--- config.mk ---
export PLATFORM = sky130hd
export DESIGN_NAME = mpc_result_reg
export DESIGN_NICKNAME = d
export VERILOG_FILES = /design/src/rtl/mpc_pkg.sv /design/src/rtl/mpc_result_reg.sv
export SDC_FILE = /design/constraint.sdc
export NUM_CORES = 1
export LEC_CHECK = 0
export BUFFER_PORTS_ARGS = -buffer_cell sky130_fd_sc_hd__buf_2
export CORE_AREA = 2 2 39 41
export DETAILED_ROUTE_END_ITERATION = 10
export DIE_AREA = 0 0 41 43
export PLACE_DENSITY = 0.31
export SKIP_LAST_GASP = 1
export SLEW_MARGIN = 5
export SYNTH_ARGS = -nofsm -noshare
export SYNTH_HDL_FRONTEND = slang
export SYNTH_SLANG_ARGS = --single-unit
--- constraint.sdc ---
create_clock -name clk -period 0.8 [get_ports clk]
set_input_delay 0.16 -clock clk [delete_from_list [all_inputs] [get_ports clk]]
set_output_delay 0.16 -clock clk [all_outputs]
set_load 0.02 [all_outputs]
--- src/rtl/mpc_pkg.sv ---
package mpc_pkg;

  localparam int AP_W    = 2;
  localparam int KIND_W  = 2;
  localparam int CAUSE_W = 2;

  typedef enum logic [KIND_W-1:0] {
    KIND_LOAD  = 2'd0,
    KIND_STORE = 2'd1,
    KIND_FETCH = 2'd2,
    KIND_LOAD2 = 2'd3
  } acc_kind_e;

  typedef enum logic [CAUSE_W-1:0] {
    CAUSE_NONE = 2'd0,
    CAUSE_RW   = 2'd1,
    CAUSE_PAN  = 2'd2,
    CAUSE_XN   = 2'd3
  } cause_e;

  // Read right: privileged level may always read; unprivileged only for 1 and 3.
  function automatic logic ap_can_read(input logic [AP_W-1:0] ap, input logic lvl);
    return lvl ? 1'b1 : ap[0];
  endfunction

  // Write right: privileged for 0 and 1, unprivileged only for 1.
  function automatic logic ap_can_write(input logic [AP_W-1:0] ap, input logic lvl);
    return lvl ? ~ap[1] : (ap == 2'd1);
  endfunction

  // Page reachable by unprivileged code at all.
  function automatic logic ap_user_visible(input logic [AP_W-1:0] ap);
    return ap[0];
  endfunction

  // Priority: execute rules, then read/write rights, then data protection.
  function automatic cause_e pick_cause(input logic rw, input logic pan, input logic xn);
    if (xn)  return CAUSE_XN;
    if (rw)  return CAUSE_RW;
    if (pan) return CAUSE_PAN;
    return CAUSE_NONE;
  endfunction

endpackage

--- src/rtl/mpc_result_reg.sv ---
module mpc_result_reg
  import mpc_pkg::*;
(
  input  logic               clk,
  input  logic               rst_n,
  input  logic               req_vld,
  input  logic               rw_viol,
  input  logic               pan_viol,
  input  logic               xn_viol,
  output logic               res_vld,
  output logic               res_allow,
  output logic               res_fault,
  output logic [CAUSE_W-1:0] res_cause
);

  cause_e cause_nxt;

  always_comb cause_nxt = pick_cause(rw_viol, pan_viol, xn_viol);

  always_ff @(posedge clk or negedge rst_n) begin
    if (!rst_n) begin
      res_vld   <= 1'b0;
      res_allow <= 1'b0;
      res_fault <= 1'b0;
      res_cause <= CAUSE_NONE;
    end else begin
      res_vld <= req_vld;
      if (req_vld) begin
        res_allow <= (cause_nxt == CAUSE_NONE);
        res_fault <= (cause_nxt != CAUSE_NONE);
        res_cause <= cause_nxt;
      end else begin
        res_allow <= 1'b0;
        res_fault <= 1'b0;
        res_cause <= CAUSE_NONE;
      end
    end
  end

endmodule

==> flow_summary.html <==
<table>
<tr><th>Metric</th><th>Value</th></tr>
<tr><th colspan="2">Status</th></tr>
<tr><td>Outcome</td><td>finished, violations left</td></tr>
<tr><td>Failing checks</td><td>setup timing</td></tr>
<tr><th colspan="2">Placed design</th></tr>
<tr><td>Port Buffer Count</td><td>10</td></tr>
<tr><td>Post-Place Setup Slack</td><td>0.1329 ns</td></tr>
<tr><td>Cell area after placement</td><td>approximately 240 um^2</td></tr>
<tr><td>Final RePlAce weighted congestion</td><td>approximately 0.56</td></tr>
<tr><th colspan="2">Finish</th></tr>
<tr><td>Share of final-layout standard cells stronger than drive strength 1</td><td>0.5385</td></tr>
<tr><td>Filler cells</td><td>about 150</td></tr>
<tr><td>Reg area</td><td>125.1 um^2</td></tr>
<tr><td>Signed area change from the synthesized netlist to the final layout</td><td>81.48%</td></tr>
<tr><td>Count of antenna diodes in the layout</td><td>0</td></tr>
<tr><td>Area occupied by multi-input gates</td><td>roughly 44 um^2</td></tr>
<tr><td>Final-stage net count</td><td>33</td></tr>
<tr><td>Final std cell area, no fill</td><td>about 300 um^2</td></tr>
<tr><td>Most frequent cells in the layout</td><td>sky130_fd_sc_hd__buf_2, sky130_fd_sc_hd__buf_6, sky130_fd_sc_hd__dfrtp_1, sky130_fd_sc_hd__clkbuf_4</td></tr>
<tr><th colspan="2">Hold path</th></tr>
<tr><td>Worst min-delay path startpoint</td><td>req_vld</td></tr>
<tr><td>Cell count of the worst hold path</td><td>1</td></tr>
<tr><td>Path class of the lowest-slack min-delay path</td><td>in -&gt; reg</td></tr>
<tr><td>Hold-critical path endpoint</td><td>res_vld</td></tr>
<tr><th colspan="2">Route</th></tr>
<tr><td>Highest routed metal layer</td><td>met3</td></tr>
<tr><td>Routed wire length on met3</td><td>about 44 um</td></tr>
<tr><td>Met2 layer wire length in the routed design</td><td>between 100 and 150 um</td></tr>
<tr><td>Via count of the routed design</td><td>about 140</td></tr>
<tr><td>Per-cell routed wire length</td><td>7.310 um</td></tr>
<tr><td>Wire length after detailed routing</td><td>307 um</td></tr>
<tr><td>Number of detailed-routing iterations run before antenna repair</td><td>3</td></tr>
<tr><td>Initial DRC Count</td><td>2</td></tr>
<tr><td>Detailed-route wire length on metal 1</td><td>approximately 120 um</td></tr>
<tr><td>Vias per cell</td><td>between 3 and 4</td></tr>
<tr><td>DRC violation count after routing</td><td>0</td></tr>
<tr><td>Number of nets with antenna violations after detailed routing</td><td>0</td></tr>
<tr><th colspan="2">Clock network</th></tr>
<tr><td>Clock sinks</td><td>5</td></tr>
<tr><td>Post-CTS Setup Bufs</td><td>0</td></tr>
<tr><td>Root cell of the clock tree</td><td>sky130_fd_sc_hd__clkbuf_4</td></tr>
<tr><td>Clock tree from TritonCTS</td><td>yes</td></tr>
<tr><td>Max Root-Sink Buffers</td><td>2</td></tr>
<tr><td>CTS HTree Levels</td><td>1</td></tr>
<tr><td>Clock buffers created by TritonCTS</td><td>3</td></tr>
<tr><td>Clock edge transition at the registers on the reported setup and hold paths</td><td>0.04 ns</td></tr>
<tr><th colspan="2">Timing</th></tr>
<tr><td>Tightest slew margin relative to the limit</td><td>0.8971</td></tr>
<tr><td>Final worst setup slack</td><td>-0.08827 ns</td></tr>
<tr><td>Measured slew at the worst slew-check pin</td><td>approximately 0.15 ns</td></tr>
<tr><td>Final setup violation count</td><td>5</td></tr>
<tr><td>Hold_ws</td><td>about 0.090 ns</td></tr>
<tr><td>Unrepaired setup endpoints after global routing</td><td>true</td></tr>
<tr><td>Final Hold Violating Endpoints</td><td>0</td></tr>
<tr><td>Final Max Slew Viols</td><td>0</td></tr>
<tr><td>Shortest period the worst path allows</td><td>between 0.8 and 0.9 ns</td></tr>
<tr><td>Final cycle utilization of the critical path</td><td>1.110</td></tr>
<tr><td>Highest Clock Rate</td><td>about 1100 MHz</td></tr>
<tr><th colspan="2">Synthesis</th></tr>
<tr><td>Syn_area_per_cell</td><td>about 15 um^2</td></tr>
<tr><td>Post-synthesis cell count</td><td>11</td></tr>
<tr><td>Warnings, synthesis</td><td>0</td></tr>
<tr><td>Count of unique library cells instantiated by Yosys</td><td>5</td></tr>
<tr><td>Proportion of netlist area held by the largest area contributor</td><td>0.7407</td></tr>
<tr><td>Top post-synthesis cells by area</td><td>sky130_fd_sc_hd__dfrtp_1, sky130_fd_sc_hd__o21a_1, sky130_fd_sc_hd__nor2b_1</td></tr>
<tr><td>Post-synthesis sequential area ratio</td><td>0.7407</td></tr>
<tr><td>Post-synthesis net count</td><td>17</td></tr>
<tr><td>Biggest area consumer among synthesized cells</td><td>sky130_fd_sc_hd__dfrtp_1</td></tr>
<tr><td>Total of flip-flops plus latches after synthesis</td><td>5</td></tr>
<tr><td>Syn Std Cell Area</td><td>between 150 and 200 um^2</td></tr>
<tr><th colspan="2">Flow run</th></tr>
<tr><td>Number of violations of the max-capacitance limit</td><td>0</td></tr>
<tr><th colspan="2">Pwr</th></tr>
<tr><td>Power density over the cells</td><td>about 2100 nW/um^2</td></tr>
<tr><td>Static Leak</td><td>between 0.1 and 0.15 nW</td></tr>
<tr><td>IR Drop Worst-Case VDD</td><td>approximately 0.0006 V</td></tr>
<tr><td>Total power draw</td><td>around 0.64 mW</td></tr>
<tr><th colspan="2">Setup path</th></tr>
<tr><td>Critical path arrival</td><td>around 0.73 ns</td></tr>
<tr><td>Required time of the critical path</td><td>~0.64 ns</td></tr>
<tr><td>Crit-path leading delay family</td><td>flip-flops</td></tr>
<tr><td>Largest fanout on the critical path</td><td>1</td></tr>
<tr><td>CP bufs+invs</td><td>1</td></tr>
<tr><td>Category of the most critical setup path</td><td>reg -&gt; out</td></tr>
<tr><td>Worst stage delay on the critical path</td><td>~0.36 ns</td></tr>
<tr><td>CP Launch Type</td><td>flop</td></tr>
<tr><td>Cell chain of the critical path</td><td>buf_6</td></tr>
<tr><td>Depth of the critical timing path with buffers and inverters included</td><td>1</td></tr>
<tr><td>Endpoint class of the critical path</td><td>output port</td></tr>
<tr><td>Library cell contributing the largest single delay on the critical path</td><td>sky130_fd_sc_hd__dfrtp_1</td></tr>
<tr><th colspan="2">Die</th></tr>
<tr><td>Starting utilization of the core area</td><td>0.1221</td></tr>
<tr><td>Die extent in y</td><td>roughly 43 um</td></tr>
<tr><td>Number of core rows</td><td>14</td></tr>
<tr><td>Core area</td><td>approximately 1400 um^2</td></tr>
<tr><td>Area of the die</td><td>1763 um^2</td></tr>
<tr><td>Number of primary I/O pins</td><td>11</td></tr>
<tr><td>Die extent in x</td><td>41 um</td></tr>
<tr><th colspan="2">GRT</th></tr>
<tr><td>Grt ovf</td><td>0</td></tr>
<tr><td>First-pass GRT wire length</td><td>a little under 500 um</td></tr>
<tr><td>Maximum number of pins on one net before global-route repair</td><td>6</td></tr>
<tr><td>Combined global-route utilization of all metal layers</td><td>0.04945</td></tr>
<tr><td>Vias in the first global route</td><td>132</td></tr>
<tr><td>Number of antenna violations at the first check in global routing</td><td>0</td></tr>
</table>
## report_power, final
part | internal (mW) | switching, mW
registers | 0.268 | 0.00562
clock network | 0.188 | 0.0920
logic | 0.0456 | 0.0406
total | 0.501 | 0.138
## state kept, by name (all words and copies together) (netlist names)
name / count
res_cause: 2
res_vld: 1
res_fault: 1
res_allow: 1
## area by class of cell
class	instances	area share
multi-input combinational	6	0.1429
clock buffer	4	0.08571
timing repair buffer	11	0.2980
sequential	5	0.4082
tap	16	0.06531
## layer usage
layer,vias to the layer above,track usage
met5,-,0
met1,60,0.04248
met2,9,0.05625
li1,66,-
met3,0,0.06283
met4,0,0.04000
## metrics by stage
step / setup TNS [ns] / instances / utilization
after floorplan: 0 / 11 / -
after global placement: 0 / 37 / 0.1727
after detailed placement: 0 / 37 / 0.1727
after CTS: -0.5247 / 42 / 0.2215
after global routing: -0.5697 / 42 / 0.2215
final: -0.4342 / 42 / 0.2215
## how the worst max path moves through the flow
stage	startpoint	to	slack [ns]
finish	res_fault	res_fault	-0.09
global placement	pan_viol	res_cause[1]	0.13
floorplan	res_allow	res_allow	0.22
global route	res_fault	res_fault	-0.12
CTS	res_fault	res_fault	-0.11
detailed placement	pan_viol	res_cause[1]	0.13
## logic make-up (layout without fill, tap and decap cells)
family	count (synthesis)	count (layout)	share of synthesized area
buffers and inverters	0	15	0
DFF	5	5	0.7407
and+or+nand+nor	4	4	0.1704
AOI/OAI and AO/OA	2	2	0.08886
## synth_stat cells
cell type,count
sky130_fd_sc_hd__dfrtp_1,5
sky130_fd_sc_hd__nor2b_1,2
sky130_fd_sc_hd__o21a_1,2
sky130_fd_sc_hd__and2_1,1
sky130_fd_sc_hd__nor3_2,1
## timing repair
action / 4_1_cts / 5_1_grt
cloned: 0 / 0
resized for setup: 10 / 0
endpoints found under the hold margin: 5 / 0
hold buffers: 1 / 0
endpoints found under the setup margin: 5 / 5
(Power assumes the default switching activity.)
